**config.mk**
```make
export PLATFORM = sky130hd
export DESIGN_NAME = cordic_twiddle_rotator
export DESIGN_NICKNAME = d
export VERILOG_FILES = /design/src/rtl/cordic_rot_pkg.sv /design/src/rtl/cordic_rot_prerotate.sv /design/src/rtl/cordic_rot_stage.sv /design/src/rtl/cordic_rot_gain.sv /design/src/rtl/cordic_twiddle_rotator.sv
export SDC_FILE = /design/constraint.sdc
export NUM_CORES = 2
export LEC_CHECK = 0
export CAP_MARGIN = 10
export CORE_ASPECT_RATIO = 1.75
export CORE_MARGIN = 3
export CORE_UTILIZATION = 59
export CTS_BUF_LIST = sky130_fd_sc_hd__clkbuf_16
export DETAILED_ROUTE_END_ITERATION = 7
export DONT_BUFFER_PORTS = 1
export PLACE_DENSITY = 0.74
export SYNTH_ARGS = -nofsm -noshare
export SYNTH_HDL_FRONTEND = slang
export SYNTH_SLANG_ARGS = --single-unit
export TNS_END_PERCENT = 5
```
**constraint.sdc**
```tcl
create_clock -name clk -period 5.2 [get_ports clk]
set_input_delay 1.56 -clock clk [delete_from_list [all_inputs] [get_ports clk]]
set_output_delay 1.56 -clock clk [all_outputs]
set_load 0.005 [all_outputs]
```
**src/rtl/cordic_rot_pkg.sv**
```systemverilog
`timescale 1ns/1ps
package cordic_rot_pkg;

   // arctan(2^-i) as a 16-bit binary angle (65536 = one turn), rounded
   function automatic int atan_ba16(input int idx);
      case (idx)
         0:       return 8192;
         1:       return 4836;
         2:       return 2555;
         3:       return 1297;
         4:       return 651;
         5:       return 326;
         6:       return 163;
         7:       return 81;
         8:       return 41;
         9:       return 20;
         10:      return 10;
         11:      return 5;
         12:      return 3;
         13:      return 1;
         14:      return 1;
         default: return 0;
      endcase
   endfunction

   // same constant rescaled to an angle word of aw bits
   function automatic int atan_scaled(input int idx, input int aw);
      return atan_ba16(idx) >>> (16 - aw);
   endfunction

   // bound on the residual angle after stage idx: the remaining table tail plus slack
   function automatic int residual_bound(input int idx, input int aw);
      int acc;
      acc = 8;
      for (int k = idx + 1; k < 16; k++) acc += atan_scaled(k, aw);
      return acc;
   endfunction

endpackage

```
**src/rtl/cordic_rot_prerotate.sv**
```systemverilog
`timescale 1ns/1ps
module cordic_rot_prerotate #(
   parameter int DW    = 16,
   parameter int AW    = 16,
   parameter int GUARD = 3,
   parameter int IW    = DW + 2 + GUARD
) (
   input  logic                 clk,
   input  logic                 rst_n,
   input  logic                 valid_i,
   input  logic signed [DW-1:0] re_i,
   input  logic signed [DW-1:0] im_i,
   input  logic        [AW-1:0] ang_i,
   output logic                 valid_o,
   output logic signed [IW-1:0] x_o,
   output logic signed [IW-1:0] y_o,
   output logic signed [AW-1:0] z_o
);
   localparam int EXT = IW - DW - GUARD;
   localparam logic [AW-1:0] QUARTER = AW'(1) << (AW - 2);

   logic signed [IW-1:0] xe, ye;
   logic        [AW-1:0] zneg;
   logic signed [IW-1:0] x_n, y_n;
   logic        [AW-1:0] z_n;

   assign xe   = {{EXT{re_i[DW-1]}}, re_i, {GUARD{1'b0}}};
   assign ye   = {{EXT{im_i[DW-1]}}, im_i, {GUARD{1'b0}}};
   assign zneg = '0 - ang_i;   // twiddle rotates by -theta

   always_comb begin
      case (zneg[AW-1:AW-2])
         2'b01: begin   // residual in [+90, +180): turn +90 first
            x_n = -ye;
            y_n = xe;
            z_n = zneg - QUARTER;
         end
         2'b10: begin   // residual in [-180, -90): turn -90 first
            x_n = ye;
            y_n = -xe;
            z_n = zneg + QUARTER;
         end
         default: begin
            x_n = xe;
            y_n = ye;
            z_n = zneg;
         end
      endcase
   end

   always_ff @(posedge clk or negedge rst_n) begin
      if (!rst_n) valid_o <= 1'b0;
      else        valid_o <= valid_i;
   end

   always_ff @(posedge clk) begin
      x_o <= x_n;
      y_o <= y_n;
      z_o <= z_n;
   end

   // folded residual angle lies within [-90, +90]
   p_fold_range_r2: assert property (@(posedge clk) disable iff (!rst_n)
      valid_o |-> (z_o >= -$signed({1'b0, QUARTER}) && z_o <= $signed({1'b0, QUARTER})));

   // valid moves one register per clock
   p_valid_step_r3: assert property (@(posedge clk) disable iff (!rst_n)
      valid_i |=> valid_o);

endmodule

```
**src/rtl/cordic_rot_stage.sv**
```systemverilog
`timescale 1ns/1ps
module cordic_rot_stage
   import cordic_rot_pkg::*;
#(
   parameter int IW  = 21,
   parameter int AW  = 16,
   parameter int IDX = 0
) (
   input  logic                 clk,
   input  logic                 rst_n,
   input  logic                 valid_i,
   input  logic signed [IW-1:0] x_i,
   input  logic signed [IW-1:0] y_i,
   input  logic signed [AW-1:0] z_i,
   output logic                 valid_o,
   output logic signed [IW-1:0] x_o,
   output logic signed [IW-1:0] y_o,
   output logic signed [AW-1:0] z_o
);
   localparam logic signed [AW-1:0] ANGLE = AW'(atan_scaled(IDX, AW));
   localparam int ZBOUND = residual_bound(IDX, AW);

   logic                 turn_pos;
   logic signed [IW-1:0] x_sh, y_sh;

   assign turn_pos = ~z_i[AW-1];   // steer toward zero residual
   assign x_sh     = x_i >>> IDX;
   assign y_sh     = y_i >>> IDX;

   always_ff @(posedge clk or negedge rst_n) begin
      if (!rst_n) valid_o <= 1'b0;
      else        valid_o <= valid_i;
   end

   always_ff @(posedge clk) begin
      if (turn_pos) begin
         x_o <= x_i - y_sh;
         y_o <= y_i + x_sh;
         z_o <= z_i - ANGLE;
      end else begin
         x_o <= x_i + y_sh;
         y_o <= y_i - x_sh;
         z_o <= z_i + ANGLE;
      end
   end

   // residual angle shrinks within the remaining arctangent tail
   p_angle_converge_r2: assert property (@(posedge clk) disable iff (!rst_n)
      valid_o |-> (z_o >= -ZBOUND && z_o <= ZBOUND));

   // an empty slot stays empty
   p_idle_step_r8: assert property (@(posedge clk) disable iff (!rst_n)
      !valid_i |=> !valid_o);

endmodule

```
**src/rtl/cordic_rot_gain.sv**
```systemverilog
`timescale 1ns/1ps
module cordic_rot_gain #(
   parameter int DW        = 16,
   parameter int GUARD     = 3,
   parameter int IW        = DW + 2 + GUARD,
   parameter bit GAIN_COMP = 1'b1
) (
   input  logic                 clk,
   input  logic                 rst_n,
   input  logic                 valid_i,
   input  logic signed [IW-1:0] x_i,
   input  logic signed [IW-1:0] y_i,
   output logic                 valid_o,
   output logic signed [DW-1:0] re_o,
   output logic signed [DW-1:0] im_o
);
   localparam logic signed [IW-1:0] HALF = IW'(1) <<< (GUARD - 1);
   localparam logic signed [IW-1:0] MAXV = IW'((64'sd1 <<< (DW - 1)) - 1);
   localparam logic signed [DW-1:0] MINCODE = {1'b1, {(DW-1){1'b0}}};

   logic signed [IW-1:0] xs, ys;

   generate
      if (GAIN_COMP) begin : g_shift_add
         // 1/K ~ 0.6074 = 2^-1 + 2^-3 - 2^-6 - 2^-9
         assign xs = (x_i >>> 1) + (x_i >>> 3) - (x_i >>> 6) - (x_i >>> 9);
         assign ys = (y_i >>> 1) + (y_i >>> 3) - (y_i >>> 6) - (y_i >>> 9);
      end else begin : g_raw_gain
         assign xs = x_i;
         assign ys = y_i;
      end
   endgenerate

   function automatic logic signed [DW-1:0] round_clamp(input logic signed [IW-1:0] v);
      logic signed [IW-1:0] r;
      r = (v + HALF) >>> GUARD;
      if (r > MAXV)       return MAXV[DW-1:0];
      else if (r < -MAXV) return -MAXV[DW-1:0];
      else                return r[DW-1:0];
   endfunction

   always_ff @(posedge clk or negedge rst_n) begin
      if (!rst_n) valid_o <= 1'b0;
      else        valid_o <= valid_i;
   end

   always_ff @(posedge clk) begin
      re_o <= round_clamp(xs);
      im_o <= round_clamp(ys);
   end

   // symmetric clamp never emits the most negative code
   p_sym_clamp_r6: assert property (@(posedge clk) disable iff (!rst_n)
      valid_o |-> (re_o != MINCODE && im_o != MINCODE));

endmodule

```
**src/rtl/cordic_twiddle_rotator.sv**
```systemverilog
`timescale 1ns/1ps
module cordic_twiddle_rotator #(
   parameter int DATA_W    = 16,
   parameter int ANGLE_W   = 16,
   parameter int STAGES    = 12,
   parameter int GUARD     = 3,
   parameter bit GAIN_COMP = 1'b1
) (
   input  logic                      clk,
   input  logic                      rst_n,
   input  logic                      in_valid,
   input  logic signed [DATA_W-1:0]  in_re,
   input  logic signed [DATA_W-1:0]  in_im,
   input  logic        [ANGLE_W-1:0] in_angle,
   output logic                      out_valid,
   output logic signed [DATA_W-1:0]  out_re,
   output logic signed [DATA_W-1:0]  out_im
);
   localparam int IW  = DATA_W + 2 + GUARD;
   localparam int LAT = STAGES + 2;

   generate
      if (STAGES < 4 || STAGES > 16) begin : g_bad_stages
         $error("STAGES must lie in 4..16");
      end
      if (ANGLE_W < 8 || ANGLE_W > 16) begin : g_bad_angle
         $error("ANGLE_W must lie in 8..16");
      end
      if (GUARD < 1 || GUARD > 6) begin : g_bad_guard
         $error("GUARD must lie in 1..6");
      end
      if (DATA_W < 8 || DATA_W > 24) begin : g_bad_data
         $error("DATA_W must lie in 8..24");
      end
      if (LAT != STAGES + 2) begin : g_bad_lat
         $error("latency bookkeeping mismatch");
      end
   endgenerate

   logic                       v_p [0:STAGES];
   logic signed [IW-1:0]       x_p [0:STAGES];
   logic signed [IW-1:0]       y_p [0:STAGES];
   logic signed [ANGLE_W-1:0]  z_p [0:STAGES];

   cordic_rot_prerotate #(
      .DW(DATA_W), .AW(ANGLE_W), .GUARD(GUARD), .IW(IW)
   ) u_fold (
      .clk(clk), .rst_n(rst_n),
      .valid_i(in_valid), .re_i(in_re), .im_i(in_im), .ang_i(in_angle),
      .valid_o(v_p[0]), .x_o(x_p[0]), .y_o(y_p[0]), .z_o(z_p[0])
   );

   generate
      for (genvar s = 0; s < STAGES; s++) begin : g_stage
         cordic_rot_stage #(
            .IW(IW), .AW(ANGLE_W), .IDX(s)
         ) u_rot (
            .clk(clk), .rst_n(rst_n),
            .valid_i(v_p[s]), .x_i(x_p[s]), .y_i(y_p[s]), .z_i(z_p[s]),
            .valid_o(v_p[s+1]), .x_o(x_p[s+1]), .y_o(y_p[s+1]), .z_o(z_p[s+1])
         );
      end
   endgenerate

   cordic_rot_gain #(
      .DW(DATA_W), .GUARD(GUARD), .IW(IW), .GAIN_COMP(GAIN_COMP)
   ) u_gain (
      .clk(clk), .rst_n(rst_n),
      .valid_i(v_p[STAGES]), .x_i(x_p[STAGES]), .y_i(y_p[STAGES]),
      .valid_o(out_valid), .re_o(out_re), .im_o(out_im)
   );

   // nothing leaves the block in the cycle right after reset release
   p_quiet_after_reset_r5: assert property (@(posedge clk) disable iff (!rst_n)
      $rose(rst_n) |-> !out_valid);

endmodule

```
## Word-level counts from Yosys, hierarchy flattened

Index checks and enable logic that the tools add are counted.
Widths: inputs -> output; s select.

| word-level totals | value |
|---|---|
| register bits after elaboration | 784 |
| logic and storage cells | 186 |

| operators by class | value |
|---|---|
| add/subtract/negate cells | 82 |
| $lt $le $gt $ge | 4 |
| equal/unequal tests | 2 |
| multiplexer cells | 40 |
| reduce and logical (&&, ||, !) cells | 2 |

Operator list:

| operator | number |
|---|---|
| $mux 21 | 24 |
| $mux 16 | 13 |
| $pmux 21 s2 | 2 |
| $sub 21x12->21 | 4 |
| $sub 21x15->21 | 4 |
| $add 20x18->21 | 2 |
| $add 21x10->21 | 2 |
| $add 21x11->21 | 2 |
| $add 21x12->21 | 2 |
| $add 21x13->21 | 2 |
| $add 21x14->21 | 2 |
| $add 21x15->21 | 2 |
| $add 21x16->21 | 2 |
| $add 21x17->21 | 2 |
| $add 21x18->21 | 2 |
| $add 21x19->21 | 2 |
| $add 21x20->21 | 2 |
| $add 21x4->21 const B | 2 |
| $neg 19->21 | 2 |
| $sub 21x10->21 | 2 |
| $sub 21x11->21 | 2 |
| $sub 21x13->21 | 2 |
| $sub 21x14->21 | 2 |
| $sub 21x16->21 | 2 |
| 35 further kinds | 45 |

## Longest topological paths before layout

| depth | value |
|---|---|
| depth after elaboration | 6 |
| gate-level depth with buffers | 20 |
| depth with buffers taken out | 20 |

## By module

A second synthesis with hierarchy kept.

| second synthesis, totals | value |
|---|---|
| cell total of the unflattened synthesis | 7020 |
| area total of the unflattened synthesis | 61371.4 sq um |

Modules (own cells, without submodules):

| module | instances | cells an instance | area an instance (sq um) | sequential area each (sq um) |
|---|---|---|---|---|
| cordic_rot_gain | 1 | 610 | 5402.7 | 665.6 |
| cordic_rot_stage at g_stage[6].u_rot | 1 | 560 | 4755.8 | 1186.1 |
| cordic_rot_stage at g_stage[2].u_rot | 1 | 549 | 4662.0 | 1186.1 |
| cordic_rot_stage at g_stage[4].u_rot | 1 | 544 | 4626.9 | 1186.1 |
| cordic_rot_stage at g_stage[0].u_rot | 1 | 558 | 4581.9 | 1166.1 |
| cordic_rot_stage at g_stage[3].u_rot | 1 | 510 | 4436.8 | 1186.1 |
| cordic_rot_stage at g_stage[1].u_rot | 1 | 504 | 4406.7 | 1186.1 |
| cordic_rot_stage at g_stage[11].u_rot | 1 | 498 | 4386.7 | 1186.1 |
| cordic_rot_stage at g_stage[10].u_rot | 1 | 489 | 4355.4 | 1186.1 |
| cordic_rot_stage at g_stage[8].u_rot | 1 | 488 | 4292.9 | 1186.1 |
| cordic_rot_stage at g_stage[7].u_rot | 1 | 480 | 4286.6 | 1186.1 |
| cordic_rot_stage at g_stage[9].u_rot | 1 | 472 | 4279.1 | 1186.1 |
| cordic_rot_stage at g_stage[5].u_rot | 1 | 484 | 4277.9 | 1186.1 |
| cordic_rot_prerotate | 1 | 274 | 2620.0 | 1066.0 |

## Least setup slack after synthesis

No wires, ideal clock.

| path | value |
|---|---|
| kind | register to register |
| start point | register g_stage[11].u_rot.y_o[9] |
| end point | register u_gain.im_o[0] |
| library setup time | 114 ps |
| arrival | 4351 ps |
| required time | 5086 ps |
| slack | 735 ps |
| cell stages (with the launch flop) | 19 |
| clock period less this slack | 4465 ps |
| path through | dfxtp_1 inv_1 fa_1 inv_1 fa_1 inv_1 ha_1 fa_1 a21o_1 a221oi_2 a21boi_1 a211oi_2 o31ai_1 o21a_1 nor2_1 xnor2_2 inv_1 or3_1 a21o_1 |

| on the way | value |
|---|---|
| longest elaborated chain between the ends | 6 |

Ends and longest elaborated chain:

| what | line | RTL |
|---|---|---|
| start, declared | cordic_rot_stage.sv:17 | `output logic signed [IW-1:0] y_o,` |
| start signal, assigned | cordic_rot_stage.sv:38 | `y_o <= y_i + x_sh;` |
| start signal, assigned | cordic_rot_stage.sv:42 | `y_o <= y_i - x_sh;` |
| $add 20x18->21 | cordic_rot_gain.sv:27 | `assign ys = (y_i >>> 1) + (y_i >>> 3) - (y_i >>> 6) - (y_i >>> 9);` |
| $sub 21x15->21 | cordic_rot_gain.sv:27 |  |
| $sub 21x12->21 * | cordic_rot_gain.sv:27 |  |
| $add 21x4->21 * | cordic_rot_gain.sv:36 | `r = (v + HALF) >>> GUARD;` |
| $lt 18x16->1 / $gt 18x16->1 (equally long branches) | cordic_rot_gain.sv:38, cordic_rot_gain.sv:37 |  |
| $reduce_or 2->1 (no line) | -- |  |
| end signal, assigned | cordic_rot_gain.sv:49 | `im_o <= round_clamp(ys);` |
| end, declared | cordic_rot_gain.sv:15 | `output logic signed [DW-1:0] im_o` |

Every way passes the cells marked *; elsewhere a longest branch is shown, timed or not.
A chain may end at the register's enable or synchronous reset.

## Worst setup path after layout

| path | value |
|---|---|
| start point | register g_stage[11].u_rot.x_o[9] |
| end point | register u_gain.re_o[2] |

| on the way | value |
|---|---|
| longest elaborated chain between the ends | 6 |

Ends and longest elaborated chain:

| what | line | RTL |
|---|---|---|
| start, declared | cordic_rot_stage.sv:16 | `output logic signed [IW-1:0] x_o,` |
| start signal, assigned | cordic_rot_stage.sv:37 | `x_o <= x_i - y_sh;` |
| start signal, assigned | cordic_rot_stage.sv:41 | `x_o <= x_i + y_sh;` |
| $add 20x18->21 | cordic_rot_gain.sv:26 | `assign xs = (x_i >>> 1) + (x_i >>> 3) - (x_i >>> 6) - (x_i >>> 9);` |
| $sub 21x15->21 | cordic_rot_gain.sv:26 |  |
| $sub 21x12->21 * | cordic_rot_gain.sv:26 |  |
| $add 21x4->21 * | cordic_rot_gain.sv:36 |  |
| $lt 18x16->1 | cordic_rot_gain.sv:38 | `else if (r < -MAXV) return -MAXV[DW-1:0];` |
| $mux 16 | cordic_rot_gain.sv:38 |  |
| end signal, assigned | cordic_rot_gain.sv:48 | `re_o <= round_clamp(xs);` |
| end, declared | cordic_rot_gain.sv:14 | `output logic signed [DW-1:0] re_o,` |

Marked as above.

==> results.md <==
- Hold crit path type: flip-flop to flip-flop
- CTS Buf Count: 75
- Critical path fanouts, max: 6
- Initial Utilization: 59.7%
- DRC viols: 0
- Most frequent cells in the layout: dfxtp_1 (732), ha_1 (722), nor2_1 (599)
- CP Data Required Time: 5.76 ns
- EDFF count, synth: 0
- Tcrit/Tclk final: 94.6%
- Row count: 146
- Unrepaired setup endpoints after global routing: no
- CTS Root Cell: clkbuf_16
- Synth top area share: 27.0%
- Total GRT Usage: 27.9%
- Die Area: 0.0957 mm²
- Crit path max-delay family: compound AO/OA/AOI/OAI gates
- GRT overflow: 0
- Area of the multi-input gates: 0.0372 mm²
- Clock Pin Slew Worst Setup and Hold Paths: 0.07 ns
- Max Slew Vio Count: 0
- CTS Buffer Depth: 3
- Synth-to-layout area growth: 7.02%
- R2R setup slack: 0.28 ns
- Hold path depth: 0
- Ant diodes: 0
- Min Tclk post-route: 4.92 ns
- Filler instances: 7714
- Critical path buffers and inverters: 3
- Routed WL per cell: 18.0 µm
- CP max stage delay: 0.42 ns
- Antenna violations before repair: 0
- Detail Placement HPWL: 112000 µm
- Clock Sinks: 746
- Synth async-reset ratio: 1.88%
- Largest net degree at the start of global routing: 51
- Antenna-violating nets left: 0
- Least-Margin Pin Slew: 1.14 ns
- Synthesized area per cell: 8.63 µm²
- Vias in the first global route: 45134
- Mapped Nets: 7146
- Layout cells sized above 1: 4.47%
- Final net count: 7154
- Arr. time, crit path: 5.48 ns
- Setup TNS: 0 ns
- Mapped cell area: 0.0542 mm²
- Die width: 235 µm
- Syn Inst Count: 6281
- First-pass GRT wire length: 218000 µm
- Fmax: 203 MHz
- Final number of setup-violating endpoints: 0
- Worst Reg-to-Reg Cells: 19
- Crit start category: flip-flop
- Vias: 44672
- Setup Skew: 0.0322 ns
- Vias per inst: 5.93
- Die H: 407 µm
- Status: complete, no violations
- Worst Hold Launch: u_fold.z_o[7]$_DFF_P_
- CTS tree: yes
- FF+latch count, synth: 746
- Slowest-stage cell, CP: fa_1
- Max-cap violations: 0
- Routed Wire Length: 135000 µm
- Clock Latency Late Sink: 0.68 ns
- Placer congestion estimate: 0.954
- CORE AREA: 0.0908 mm²
- PortBufs: 0
- Register area share after synthesis: 27.7%
- R2r startpoint: g_stage[11].u_rot.x_o[9]$_DFF_P_
- Commonest non-fill, non-tap cell in the layout: dfxtp_1
- Iteration-0 DRC Markers: 1831
- Area leader, netlist: dfxtp_1
- CP cell instances: inv_1 > fa_1 > inv_1 > fa_1 > inv_1 > ha_1 > a21oi_1 > nor2b_1 > fa_1 > a21oi_1 > o211ai_1 > a31o_2 > a311oi_1 > nor4b_2 > nand4_1 > nor4b_1 > a211o_2 > nand2_4 > a21o_2
- # IOs: 84
- DR pass1 iterations: 5
- Min-Delay Endpoint: g_stage[0].u_rot.z_o[7]$_DFF_P_
- Fin. Hold Viols: 0
- R2R Path End: u_gain.re_o[2]$_SDFF_PN1_
- Slew HR: 23.3%
- Cell types occupying the most area after synthesis: dfxtp_1 (27%), ha_1 (17%), xnor2_1 (9.6%), a21oi_1 (5.2%), xor2_1 (4.2%)
- Sequential Area: 0.0150 mm²
- Top FF cell, synth: dfxtp_1
- Warnings, synthesis: 0
- Worst setup EP type: flip-flop
- Post-synth cell types: 98
- Critical path class: flip-flop to flip-flop
- H-tree level count: 3
## worst max-delay path by stage
stage,from,endpoint,slack [ns],depth (start not counted)
floorplan,g_stage[11].u_rot.y_o[9]$_DFF_P_,u_gain.im_o[0]$_SDFF_PP1_,0.74,18
global placement,g_stage[11].u_rot.x_o[9]$_DFF_P_,u_gain.re_o[3]$_SDFF_PN1_,0.33,19
detailed placement,g_stage[11].u_rot.x_o[9]$_DFF_P_,u_gain.re_o[2]$_SDFF_PN1_,0.28,19
CTS,g_stage[11].u_rot.x_o[9]$_DFF_P_,u_gain.re_o[4]$_SDFF_PN1_,0.23,19
global route,g_stage[11].u_rot.x_o[9]$_DFF_P_,u_gain.re_o[2]$_SDFF_PN1_,0.00007,17
finish,g_stage[11].u_rot.x_o[9]$_DFF_P_,u_gain.re_o[2]$_SDFF_PN1_,0.28,19
## sequential cells by signal (all words and copies together), names as in the netlist
register / count
u_fold.z_o: 16
g_stage.u_rot.z_o: 159
u_gain.im_o: 16
g_stage.u_rot.valid_o: 12
u_gain.re_o: 16
g_stage.u_rot.y_o: 246
g_stage.u_rot.x_o: 243
u_fold.x_o: 18
u_gain.valid_o: 1
u_fold.y_o: 18
u_fold.valid_o: 1
## timing repair
item / 4_1_cts / 5_1_grt
setup endpoints to repair: 0 / 5
buffers inserted: 0 / 0
hold buffers: 0 / 0
resized for setup: 0 / 1
## synth_stat cells (all sizes together), types with 34 or more instances
cell type,instances
and3,52
nand2b,78
xnor2,595
o21ai,318
fa,92
o21a,88
o211ai,34
nand2,271
nor3,260
inv,420
or3,58
a21o,154
nand3,109
a31oi,72
a21oi,569
a211oi,44
o21bai,67
xor2,262
dfxtp,732
nor2b,84
ha,722
nor2,599
nor4,41
mux2,38
clkbuf,78
## metal layers
metal / global-route usage [%] / part of all wire (%)
met1: 22.8 / 32
met2: 58.8 / 57
met3: 3.60 / 3.0
met5: 0 / 0
met4: 20.4 / 8.0
## worst reg2reg max path: stages, from the launching register on
cell,delay [ns]
dfxtp_1,0.36
inv_1,0.13
fa_1,0.39
inv_1,0.09
fa_1,0.42
inv_1,0.07
ha_1,0.22
a21oi_1,0.26
nor2b_1,0.10
fa_1,0.40
a21oi_1,0.23
o211ai_1,0.23
a31o_2,0.26
a311oi_1,0.41
nor4b_2,0.33
nand4_1,0.13
nor4b_1,0.32
a211o_2,0.19
nand2_4,0.08
a21o_2,0.22
## layout make-up
cell class              instances  area share (%)
clock buffers                  76            3.28
multi-input cells            5011            64.2
well taps                    1184            2.55
flip-flops and latches        746            25.9
clock inverters                60           0.968
inverters                     420            2.72
repair buffers                 35           0.453
## stage by stage
step | instance area [µm²] | utilization [%] | cells | hold WS [ns] | setup WS (ns)
2_1_floorplan | 54200 | - | 6281 | 0.310 | 0.735
3_3_place_gp | 55500 | 61.2 | 7396 | 0.312 | 0.325
3_5_place_dp | 55500 | 61.2 | 7396 | 0.312 | 0.275
4_1_cts | 58000 | 63.9 | 7532 | 0.328 | 0.231
5_1_grt | 58000 | 63.9 | 7532 | 0.330 | 0.0000675
6_report | 58000 | 63.9 | 7532 | 0.328 | 0.281
## logic make-up after synthesis
logic type               synth area share, %
flip-flops                              27.7
AND/OR/NAND/NOR                         14.9
adder cells (fa/ha/maj)                 20.1
buffers and inverters                   3.66
AO/OA/AOI/OAI                           18.5
XOR/XNOR                                13.9
multiplexers                            1.34
Power is not shown: default switching activity piles up to over one toggle a cycle in this logic, so the estimate is an artifact.
